$ cat src/rtl/dct_pkg.sv
package dct_pkg;
  localparam int NCH   = 2;
  localparam int BYTEW = 8;
  localparam int PREW  = 13;

  localparam logic [2:0] RIX_CTL = 3'd0;
  localparam logic [2:0] RIX_CKR = 3'd1;
  localparam logic [2:0] RIX_CMA = 3'd2;
  localparam logic [2:0] RIX_CMB = 3'd3;
  localparam logic [2:0] RIX_CNT = 3'd4;
  localparam logic [2:0] RIX_STS = 3'd5;

  localparam logic [1:0] SRC_INT   = 2'd1;
  localparam logic [1:0] SRC_CHAIN = 2'd3;
  localparam logic [1:0] CLR_ON_A  = 2'd1;
  localparam logic [1:0] CLR_ON_B  = 2'd2;

  function automatic int unsigned div_ratio(input logic [2:0] code);
    case (code)
      3'd0:    return 0;
      3'd1:    return 1;
      3'd2:    return 2;
      3'd3:    return 8;
      3'd4:    return 32;
      3'd5:    return 64;
      3'd6:    return 1024;
      default: return 8192;
    endcase
  endfunction
endpackage

$ cat src/rtl/dct_prescaler.sv
module dct_prescaler import dct_pkg::*; #(
  parameter int PRE_W = PREW
) (
  input  logic       clk,
  input  logic       rst_n,
  input  logic       restart,
  input  logic       run,
  input  logic [2:0] code,
  output logic       tick
);
  logic [PRE_W-1:0] pre_q;
  logic [PRE_W:0]   limit;

  assign limit = (PRE_W+1)'(div_ratio(code));
  assign tick  = run && ({1'b0, pre_q} == limit - 1'b1);

  always_ff @(posedge clk) begin
    if (!rst_n || restart || !run || tick) pre_q <= '0;
    else                                   pre_q <= pre_q + 1'b1;
  end
endmodule

$ cat src/rtl/dct_match.sv
module dct_match import dct_pkg::*; #(
  parameter int W = BYTEW
) (
  input  logic [W-1:0] cur,
  input  logic [W-1:0] cmp_a,
  input  logic [W-1:0] cmp_b,
  input  logic [1:0]   clr_sel,
  output logic [W-1:0] nxt,
  output logic         hit_a,
  output logic         hit_b,
  output logic         hit_ovf
);
  logic [W:0]   inc;
  logic [W-1:0] val;
  logic         eq_a, eq_b, clr_a, clr_b;

  always_comb begin
    inc     = {1'b0, cur} + 1'b1;
    val     = inc[W-1:0];
    eq_a    = (val == cmp_a);
    eq_b    = (val == cmp_b);
    clr_a   = eq_a && (clr_sel == CLR_ON_A);
    clr_b   = eq_b && (clr_sel == CLR_ON_B);
    hit_a   = eq_a;
    hit_b   = eq_b && !clr_a;
    hit_ovf = inc[W] && !clr_a && !clr_b;
    nxt     = (clr_a || clr_b) ? '0 : val;
  end
endmodule

$ cat src/rtl/dual_cmp_timer.sv
module dual_cmp_timer import dct_pkg::*; #(
  parameter int PRE_W = PREW
) (
  input  logic        clk,
  input  logic        rst_n,
  input  logic        bus_en,
  input  logic        bus_we,
  input  logic        bus_hw,
  input  logic [3:0]  bus_addr,
  input  logic [15:0] bus_wdata,
  output logic [15:0] bus_rdata,
  output logic [1:0]  irq_cma,
  output logic [1:0]  irq_cmb,
  output logic [1:0]  irq_ovf
);
  localparam int BW = BYTEW;
  localparam int HW = 2 * BW;
  localparam int NC = NCH;

  logic [2:0] idx;
  logic       chs, hw_ok, acc_ok, wr_go, rd_go;

  assign idx    = bus_addr[3:1];
  assign chs    = bus_addr[0];
  assign hw_ok  = !chs && (idx == RIX_CKR || idx == RIX_CMA ||
                           idx == RIX_CMB || idx == RIX_CNT);
  assign acc_ok = !bus_hw || hw_ok;
  assign wr_go  = bus_en && bus_we && acc_ok;
  assign rd_go  = bus_en && !bus_we;

  logic [BW-1:0] ctl_v [NC];
  logic [BW-1:0] ckr_v [NC];
  logic [BW-1:0] cma_v [NC];
  logic [BW-1:0] cmb_v [NC];
  logic [BW-1:0] cnt_v [NC];
  logic [BW-1:0] wd    [NC];
  logic [BW-1:0] rv    [NC];
  logic [NC-1:0] sel_ch, tick, cnt_wr;
  logic [1:0]    sts_q;

  logic          chain, chain_go, h16_a, h16_b, h16_o;
  logic [HW-1:0] nxt16;

  assign chain    = (ckr_v[0][4:3] == SRC_CHAIN);
  assign chain_go = chain && tick[1] && !(|cnt_wr);

  dct_match #(.W(HW)) u_chain (
    .cur    ({cnt_v[0], cnt_v[1]}),
    .cmp_a  ({cma_v[0], cma_v[1]}),
    .cmp_b  ({cmb_v[0], cmb_v[1]}),
    .clr_sel(ctl_v[0][4:3]),
    .nxt    (nxt16),
    .hit_a  (h16_a),
    .hit_b  (h16_b),
    .hit_ovf(h16_o)
  );

  for (genvar c = 0; c < NC; c++) begin : g_ch
    logic [BW-1:0] ctl_q, ckr_q, cma_q, cmb_q, cnt_q, nxt8, slice16;
    logic          hit_a, hit_b, hit_o, run, go8;
    logic          ev_a, ev_b, ev_o, ia_q, ib_q, io_q;
    logic          wr_ctl, wr_ckr, wr_cma, wr_cmb;

    assign sel_ch[c] = bus_hw || (chs == 1'(c));
    assign wd[c]     = bus_hw ? bus_wdata[HW-1-c*BW -: BW] : bus_wdata[BW-1:0];
    assign wr_ctl    = wr_go && sel_ch[c] && idx == RIX_CTL;
    assign wr_ckr    = wr_go && sel_ch[c] && idx == RIX_CKR;
    assign wr_cma    = wr_go && sel_ch[c] && idx == RIX_CMA;
    assign wr_cmb    = wr_go && sel_ch[c] && idx == RIX_CMB;
    assign cnt_wr[c] = wr_go && sel_ch[c] && idx == RIX_CNT;

    assign run = (ckr_q[4:3] == SRC_INT) && (ckr_q[2:0] != 3'd0);

    dct_prescaler #(.PRE_W(PRE_W)) u_pre (
      .clk    (clk),
      .rst_n  (rst_n),
      .restart(wr_ckr),
      .run    (run),
      .code   (ckr_q[2:0]),
      .tick   (tick[c])
    );

    dct_match #(.W(BW)) u_cmp (
      .cur    (cnt_q),
      .cmp_a  (cma_q),
      .cmp_b  (cmb_q),
      .clr_sel(ctl_q[4:3]),
      .nxt    (nxt8),
      .hit_a  (hit_a),
      .hit_b  (hit_b),
      .hit_ovf(hit_o)
    );

    assign go8     = !chain && tick[c] && !cnt_wr[c];
    assign slice16 = nxt16[HW-1-c*BW -: BW];
    assign ev_a    = go8 ? hit_a : ((c == 0) && chain_go && h16_a);
    assign ev_b    = go8 ? hit_b : ((c == 0) && chain_go && h16_b);
    assign ev_o    = go8 ? hit_o : ((c == 0) && chain_go && h16_o);

    always_ff @(posedge clk) begin
      if (!rst_n) begin
        ctl_q <= '0;
        ckr_q <= '0;
        cma_q <= '1;
        cmb_q <= '1;
        cnt_q <= '0;
        ia_q  <= 1'b0;
        ib_q  <= 1'b0;
        io_q  <= 1'b0;
      end else begin
        if (wr_ctl) ctl_q <= wd[c] & 8'hF8;
        if (wr_ckr) ckr_q <= wd[c] & 8'h1F;
        if (wr_cma) cma_q <= wd[c];
        if (wr_cmb) cmb_q <= wd[c];
        if (cnt_wr[c])     cnt_q <= wd[c];
        else if (chain_go) cnt_q <= slice16;
        else if (go8)      cnt_q <= nxt8;
        ia_q <= ev_a && ctl_q[6];
        ib_q <= ev_b && ctl_q[7];
        io_q <= ev_o && ctl_q[5];
      end
    end

    assign ctl_v[c]   = ctl_q;
    assign ckr_v[c]   = ckr_q;
    assign cma_v[c]   = cma_q;
    assign cmb_v[c]   = cmb_q;
    assign cnt_v[c]   = cnt_q;
    assign irq_cma[c] = ia_q;
    assign irq_cmb[c] = ib_q;
    assign irq_ovf[c] = io_q;
  end

  always_ff @(posedge clk) begin
    if (!rst_n) sts_q <= 2'b00;
    else if (wr_go && !bus_hw && !chs && idx == RIX_STS) sts_q <= wd[0][5:4];
  end

  always_comb begin
    for (int c = 0; c < NC; c++) begin
      case (idx)
        RIX_CTL: rv[c] = ctl_v[c];
        RIX_CKR: rv[c] = ckr_v[c];
        RIX_CMA: rv[c] = cma_v[c];
        RIX_CMB: rv[c] = cmb_v[c];
        RIX_CNT: rv[c] = cnt_v[c];
        RIX_STS: rv[c] = (c == 0) ? {2'b00, sts_q, 4'b0000} : 8'h10;
        default: rv[c] = '0;
      endcase
    end
  end

  always_ff @(posedge clk) begin
    if (!rst_n)         bus_rdata <= '0;
    else if (rd_go) begin
      if (!acc_ok)      bus_rdata <= '0;
      else if (bus_hw)  bus_rdata <= {rv[0], rv[1]};
      else              bus_rdata <= {8'h00, rv[chs]};
    end
  end
endmodule

$ cat config.mk
export PLATFORM = sky130hd
export DESIGN_NAME = dual_cmp_timer
export DESIGN_NICKNAME = d
export VERILOG_FILES = /design/src/rtl/dct_pkg.sv /design/src/rtl/dct_prescaler.sv /design/src/rtl/dct_match.sv /design/src/rtl/dual_cmp_timer.sv
export SDC_FILE = /design/constraint.sdc
export NUM_CORES = 1
export LEC_CHECK = 0
export BUFFER_PORTS_ARGS = -buffer_cell sky130_fd_sc_hd__buf_2
export CAP_MARGIN = 20
export CORE_MARGIN = 2
export CORE_UTILIZATION = 60
export DETAILED_ROUTE_END_ITERATION = 8
export PLACE_DENSITY = 0.79
export SLEW_MARGIN = 0
export SYNTH_ARGS = -nofsm -noshare
export SYNTH_HDL_FRONTEND = slang
export SYNTH_SLANG_ARGS = --single-unit
export TNS_END_PERCENT = 30
$ cat constraint.sdc
create_clock -name clk -period 5.07 [get_ports clk]
set_clock_uncertainty 0.2 [all_clocks]
set_input_delay 0.2535 -clock clk [delete_from_list [all_inputs] [get_ports clk]]
set_output_delay 0.2535 -clock clk [all_outputs]
set_load 0.02 [all_outputs]
# After elaboration in Yosys (flattened, before gate mapping)
# Cells that the tools add are included.
[totals]
regBits = 118
inputBits = 25
out_inout_bits = 22
wordCells = 179
[op_classes]
n_addsub = 7
order_cmp = 1
eq_ne = 32
muxes = 25
bitwise = 2
n_reduce_logical = 92
[op_table]
columns = ["cell", "count"]
rows = [
  ["$pmux W14 S7", 2],
  ["$mux W8", 12],
  ["$pmux W8 S6", 2],
  ["$logic_and A1 B1 Y1", 53],
  ["$mux W16", 3],
  ["$eq A16 B16 Y1", 2],
  ["$eq A8 B8 Y1", 4],
  ["$eq A13 B14 Y1", 2],
  ["$sub A14 B1 Y14 const B", 2],
  ["$add A13 B1 Y13 const B", 2],
  ["$eq A3 B3 Y1 const B", 8],
  ["$add A8 B1 Y9 const B", 2],
  ["$eq A3 B2 Y1 const B", 6],
  ["$add A16 B1 Y17 const B", 1],
  ["$logic_not A1 Y1", 16],
  ["$logic_or A1 B1 Y1", 15],
  ["$reduce_bool A3 Y1", 4],
  ["$eq A3 B1 Y1 const B", 3],
  ["$logic_not A3 Y1", 3],
  ["$eq A2 B1 Y1 const B", 4],
  ["$eq A2 B2 Y1 const B", 3],
  ["$mux W1", 6],
  ["$ge A2 B2 Y1 const B", 1],
  ["$not A1 Y2", 1],
  ["other kinds (2)", 2],
]

# Longest topological paths before layout
# Gate-level depths: netlist (run 1).
[logic_depth]
ltp_word = 15
depth_mapped = 17
ltp_nobuf = 13

# Modules after synthesis
# A second synthesis (run 1) with hierarchy kept.
[unflattened]
cells_unflattened = 1115
hier_area_um2 = 9022.4
[modules_own_cells]
columns = ["module", "n_inst", "cells_each", "area_per_inst_um2", "seq_area_each_um2"]
rows = [
  ["dual_cmp_timer", 1, 509, 4478.0, 1841.8],
  ["dct_prescaler", 2, 133, 1041.0, 260.2],
  ["dct_match at u_chain", 1, 194, 1348.8, 0.0],
  ["dct_match at g_ch[0].u_cmp ...", 2, 73, 556.8, 0.0],
]

# Worst setup path before layout (run 1)
# OpenSTA, ideal clock, no wires.
[synth_timing]
kind = "register to register"
from = "register g_ch[1].ckr_q[0]"
to = "register g_ch[0].cnt_q[4]"
setup_ns = 0.132
t_arrival_ns = 3.411
required_time_ns = 4.738
path_slack_ns = 1.327
stages_incl_launch_ff = 15
path_buffers = 3
period_less_slack_ns = 3.743
cell_sequence = "dfxtp_1 > clkbuf_1 > or3b_2 > ha_1 > ha_1 > buf_1 > xor2_1 > a2111oi_0 > o211ai_1 > or4_1 > clkbuf_1 > a21oi_1 > o21bai_1 > a41oi_1 > a21oi_1"
[synth_via]
elab_chain_cells = 9
elab_cells_between_ends = 18
cone_classes = "add/sub (1); eq/ne (7); mux (3); reduce/logical (7)"
[synth_lines]
columns = ["item", "line_no", "rtl"]
rows = [
  ["start: declaration", "dual_cmp_timer.sv:59", "logic [BW-1:0] ctl_q, ckr_q, cma_q, cmb_q, cnt_q, nxt8, slice16;"],
  ["start signal: assignment", "dual_cmp_timer.sv:112", "if (wr_ckr) ckr_q <= wd[c] & 8'h1F;"],
  ["$eq A3 B3 Y1, or another cell as far along", "dct_pkg.sv:19", "case (code)"],
  ["$pmux W14 S7", "dct_pkg.sv:19", ""],
  ["$sub A14 B1 Y14", "dct_prescaler.sv:15", "assign tick = run && ({1'b0, pre_q} == limit - 1'b1);"],
  ["$eq A13 B14 Y1", "dct_prescaler.sv:15", ""],
  ["$logic_and A1 B1 Y1 *", "dct_prescaler.sv:15", ""],
  ["$logic_and A1 B1 Y1 * (2 in series)", "dual_cmp_timer.sv:45", "assign chain_go = chain && tick[1] && !(|cnt_wr);"],
  ["$mux W8", "dual_cmp_timer.sv:116", "else if (chain_go) cnt_q <= slice16;"],
  ["$mux W8", "dual_cmp_timer.sv:115", "if (cnt_wr[c]) cnt_q <= wd[c];"],
  ["end signal: assignment", "dual_cmp_timer.sv:115", ""],
  ["end signal: assignment", "dual_cmp_timer.sv:116", ""],
  ["end signal: assignment", "dual_cmp_timer.sv:117", "else if (go8) cnt_q <= nxt8;"],
  ["end: declaration", "dual_cmp_timer.sv:59", ""],
]
# Every way passes the cells marked *; elsewhere a longest branch is shown, timed or not.
# A chain may end at the register's enable or synchronous reset.

# Final worst setup path (run 1)
# Ends and elaborated chain as after synthesis.

==> results.md, run 1 <==
* Worst-margin pin slew at 1.16 ns
* Tcrit/Tclk final at 89.3%
* Critical-path maximum fanout at 18
* Critical path class: reg2reg
* First-pass GRT wire length at roughly 39 mm
* Register area share after synthesis at between 20% and 30%
* Total track usage at 34.6%
* Top post-synthesis cells by area: dfxtp_1 29%, mux2i_1 5.6%, xnor2_1 4.8%
* Mapped Cells at 1032
* Setup bufs post-CTS at 0
* Dominant register cell in the synthesized netlist: dfxtp_1
* VDD IR max at 0.317 mV
* Netlist cell types at 79
* Worst EP arrival at ~4.6 ns
* Post-synthesis mux area share at between 6 and 7%
* # DRC at 0
* Post-synthesis simple-gate area fraction at 26.3%
* Relative slew slack at 22.7%
* Via density per instance at between 6 and 7
* PD cells at 272 nW/µm²
* Synth Cell Area at 8100 µm²
* Top-count cell post-synth: dfxtp_1
* Placement Cell Area at 8220 µm²
* Clock Latency Late Sink at ~0.43 ns
* Placed Instances at between 1000 and 1500
* Post-synth top area share at slightly below 30%
* Multi-input logic area at between 5000 and 6000 µm²
* Fin. Hold Viols at 0
* RSZ-0062 raised after global routing: no
* Final nets at approximately 1100
* Async SR Flop Fraction at 0%
* CTS tree: yes
* Avg Cell Area, Syn at 7.85 µm²
* H-tree depth at 4
* Syn-to-layout area delta at 9.50%
* Worst setup SP type: flop
* CP Capture Type: flop
* Initial Util at 61.2%
* Fin. max-slew vios at 0
* Post-synthesis xor/xnor area fraction at 9.51%
* DP HPWL at 17.7 mm
* Post-Synth Adder-Cell Area at 1.24%
* Fill count at about 1100
* Max Root-Sink Buffers at 2
* Number of synthesized register bits at ~120
* Gpl congestion at around 1.1
* Clk slew on worst S/H paths at 0.06 ns
* IO Pins at 47
* Status: complete, no violations
* Global route overflow at 0
* Pleak at 0.00317 µW
* Register area at 2360 µm²
* CP Data Required Time at 5.15 ns
* Crit path time final at approximately 4.5 ns
* Clock sinks at 118
* Post-synth top area cell: dfxtp_1
* Cts bufs inserted at 17
* Synth top cells by count: 118 x dfxtp_1, 100 x nand2_1, 76 x nor2_1, 63 x o21ai_0, 54 x clkbuf_1
* Post-synthesis compound-gate area fraction at 21.2%
* Largest net degree at the start of global routing at 54
* MaxCap Viol Count at 0
* Non-filler instance count after layout at 1217
* Vias post-DR at 7950
* DRT Pass-1 Iters at 6
* # diodes at 0
* Post-synth EDFFs at 0
* Syn nets at 1065
* Min Hold Slack at 0.0168 ns
* Die ar. at 14500 µm²
* Die width at 120 µm
* FP Rows at 42
* Die Height at between 100 and 150 µm
* Routed len/inst at between 20 and 25 µm
* Vias in the first global route at roughly 7100
* Setup TNS Final at 0 ns
* Number of port buffers at 46
* Syn. warnings at 0
* Final setup viols at 0
* Root Buffer: clkbuf_16
* Layout Cell Area excl Fill at roughly 9000 µm²
* Remaining antenna violation count at 0
* HP Class: in2reg
* Initial antenna violation count at 0
* Core area at 13200 µm²
* DRT Wirelength at 25.0 mm
* Share of layout cells above drive strength 1 at between 10 and 15%
* Initial DRC count at 1073
* Fmax at 221 MHz
* Main combinational cell family by area after synthesis: simple AND/OR/NAND/NOR gates
==> sequential cells by signal, indices dropped and copies added, names as in the netlist <==
register and flops:
g_ch.cmb_q 16, g_ch.ib_q 2, g_ch.u_pre.pre_q 26, g_ch.cnt_q 16
sts_q 2, g_ch.ia_q 2, g_ch.cma_q 16, bus_rdata 16
g_ch.ctl_q 10, g_ch.ckr_q 10, g_ch.io_q 2
==> path summary, 6_finish.rpt <==
| kind | from | slack (ns) | end | cells after the start |
|---|---|---|---|---|
| worst max-delay path | g_ch[1].ckr_q[0] | 0.54 | g_ch[0].cnt_q[4] | 11 |
| worst min-delay path | bus_wdata[3] | 0.02 | g_ch[1].cma_q[3] | 3 |
| worst max register to register | g_ch[1].ckr_q[0] | 0.54 | g_ch[0].cnt_q[4] | 11 |
| worst min register to register | sts_q[0] | 0.27 | sts_q[0] | 2 |
==> stage by stage <==
step | power (µW) | util, % | worst slack, ns
2_1_floorplan | 1110 | - | 1.33
3_3_place_gp | 1170 | 62.0 | 0.741
3_5_place_dp | 1170 | 62.1 | 0.610
4_1_cts | 2410 | 66.9 | 0.567
5_1_grt | 2480 | 67.0 | 0.114
6_report | 2410 | 67.0 | 0.545
==> what timing repair did <==
| action | in CTS | in global routing |
|---|---|---|
| endpoints found under the hold margin | 8 | 0 |
| hold buffers | 4 | 0 |
| setup endpoints to repair | 0 | 1 |
| resized for setup | 0 | 1 |
==> per-layer routing <==
layer / wire length (µm) / global-route usage [%]
met5: 0 / 0
met4: 782 / 14.1
met3: 2850 / 8.68
met2: 10800 / 51.1
met1: 10600 / 48.3
==> cell usage in the layout (no fill, tap or decap), drive strengths merged, types with 23 or more instances in the layout <==
cell and n:
mux2i 45, dfxtp 118, nor3 23, nand2 102, nand3 37, xnor2 44, xor2 44, buf 56
nor2b 38, nor2 76, o21ai 66, a21oi 51, inv 27, o211ai 25
==> worst max-delay path, cell delays in order (launching register included) <==
cell       delay, ns
dfxtp_1         0.66
or3b_2          0.51
ha_1            0.37
ha_1            0.36
xor2_1          0.17
a2111oi_0       0.40
o211ai_1        0.26
or4_1           0.67
a21oi_1         0.30
o21bai_1        0.10
a41oi_1         0.27
a21oi_1         0.11
==> cells by family after synthesis <==
| kind of cell | Yosys count |
|---|---|
| compound gates | 260 |
| mux | 52 |
| fa+ha+maj | 8 |
| xor+xnor | 88 |
| flops | 118 |
| buf+inv | 103 |
| simple gates | 403 |
==> area by class of cell <==
| type | instances | area share [%] |
|---|---|---|
| Inverter | 19 | 0.804 |
| Clock inverter | 14 | 1.83 |
| Timing Repair Buffer | 61 | 3.95 |
| Clock buffer | 18 | 4.95 |
| Tap cell | 176 | 2.48 |
| Sequential cell | 118 | 26.6 |
| Multi-Input combinational cell | 811 | 59.4 |
==> where the power goes <==
| part | internal [µW] | switching (µW) |
|---|---|---|
| logic | 70.8 | 123 |
| clock network | 750 | 499 |
| registers | 940 | 31.8 |
| total | 1760 | 653 |
No activity file was read; power rests on OpenSTA's default activity.
==> run 2: changes to the inputs <==
CORE_UTILIZATION = 56   (was 60)
PLACE_DENSITY = 0.77   (was 0.79)
clock period = 3.7 ns   (was 5.07 ns; I/O delays follow)
==> results.md, run 2 (same netlist as run 1, synthesis figures left out) <==
* Initial DRC count at 860
* Global route overflow at 0
* Clk slew on worst S/H paths at 0.06 ns
* Vias in the first global route at 7754
* IO Pins at 47
* Core area at approximately 14000 µm²
* Worst-margin pin slew at 1.18 ns
* Crit path time final at around 3.6 ns
* Critical-path maximum fanout at 11
* Share of layout cells above drive strength 1 at between 10% and 20%
* Initial Util at a little under 60%
* Fill count at 1186
* Syn-to-layout area delta at 18.1%
* Tcrit/Tclk final at between 90% and 100%
* Fin. Hold Viols at 0
* Die ar. at about 15000 µm²
* Routed len/inst at 20.4 µm
* Remaining antenna violation count at 0
* Vias post-DR at 8279
* Via density per instance at ~6.4
* DRT Pass-1 Iters at 8
* Most frequent cells in the layout: 118 x dfxtp_1, 100 x nand2_1, 75 x nor2_1, 72 x buf_4, 62 x o21ai_0
* MaxCap Viol Count at 0
* Total power at roughly 3400 µW
* H-tree depth at 4
* Met3 wire len at 2.35 mm
* Final nets at about 1100
* FP Rows at 43
* Clock sinks at 118
* Met1 wire length at approximately 11 mm
* # DRC at 0
* Critical path class: reg2reg
* Largest net degree at the start of global routing at 67
* Total track usage at 33.2%
* Max Root-Sink Buffers at 2
* Multi-input logic area at 5400 µm²
* PD cells at 351 nW/µm²
* DRT Wirelength at 26.3 mm
* Uppermost layer routed: met4
* Root Buffer: clkbuf_16
* HP Class: in2reg
* Setup TNS Final at 0 ns
* Routed met2 length at between 10 and 15 mm
* VDD IR max at between 0.4 and 0.5 mV
* Min Hold Slack at 0.0232 ns
* First-pass GRT wire length at 41.4 mm
* CP Data Required Time at 3.86 ns
* Initial antenna violation count at 0
* Fin. max-slew vios at 0
* Number of port buffers at 46
* Worst EP arrival at 3.76 ns
* Die Height at 124 µm
* Cts bufs inserted at 17
* Gpl congestion at between 1 and 1.5
* Register area at 2360 µm²
* Clock Latency Late Sink at 0.43 ns
* Largest register FFs at 26
* CTS tree: yes
* Fmax at 278 MHz
* Pleak at 0.00354 µW
* Largest register by flop count: g_ch.u_pre.pre_q
* Status: complete, no violations
* Die width at about 120 µm
* Worst setup SP type: flop
* Relative slew slack at around a fifth
* Most common cell after layout, fill and taps aside: dfxtp_1
* # diodes at 0
* DP HPWL at 18.7 mm
* CP Capture Type: flop
* Final setup viols at 0
## run 2: repair_timing
action,CTS,global route
pin swaps,2,15
setup endpoints to repair,31,21
hold endpoints to repair,33,0
gates resized for setup,8,25
hold buffers,11,0
buffers inserted,2,5
## run 2: per-layer routing
metal  GRT usage (%)  vias to the layer above
met4            16.2                        0
met1            44.0                     3873
met5               0                        -
met3            5.93                      108
li1                -                     3853
met2            52.3                      445
## run 2: critical path, stage by stage (launching register included)
cell and delay, ns:
dfxtp_1 0.33, or3b_4 0.39, ha_2 0.20, buf_4 0.18
nor4bb_2 0.28, o21ai_0 0.12, a21oi_1 0.17, o211ai_1 0.24
or4_4 0.47, buf_4 0.16, buf_4 0.15, nor4_1 0.38
a31oi_1 0.14, nor2_1 0.13
## run 2: through the flow
| step | util, % | area [µm²] | std cells | setup WS, ns |
|---|---|---|---|---|
| 6_report | 68.4 | 9570 | 1291 | 0.0998 |
| 5_1_grt | 68.4 | 9570 | 1291 | -0.0472 |
| 4_1_cts | 67.3 | 9420 | 1285 | -0.00528 |
| 3_5_place_dp | 61.8 | 8650 | 1240 | -0.217 |
| 3_3_place_gp | 61.8 | 8650 | 1240 | -0.0534 |
| 2_1_floorplan | - | 8110 | 1032 | 0.0544 |
## run 2: path summary, 6_finish.rpt
path | from | end | slack, ns | depth (start not counted)
setup / recovery | g_ch[1].ckr_q[0] | g_ch[0].ib_q | 0.1 | 13
hold / removal | bus_wdata[10] | g_ch[0].cma_q[2] | 0.02 | 3
setup reg to reg | g_ch[1].ckr_q[0] | g_ch[0].ib_q | 0.1 | 13
hold reg to reg | g_ch[0].ctl_q[7] | g_ch[0].ib_q | 0.28 | 2
## run 2: power by group
part	internal (µW)	switching [µW]	total, µW
logic	116	201	317
registers	1290	19.0	1310
clock network	1100	635	1730
total	2500	855	3360
## run 2: final cells by class
type	instances	share of cell area, %
well taps	180	2.35
repair buffers	131	9.40
multi-input cells	811	56.5
flip-flops and latches	118	24.7
inverters	19	0.745
clock inverters	11	1.56
clock buffers	21	4.81
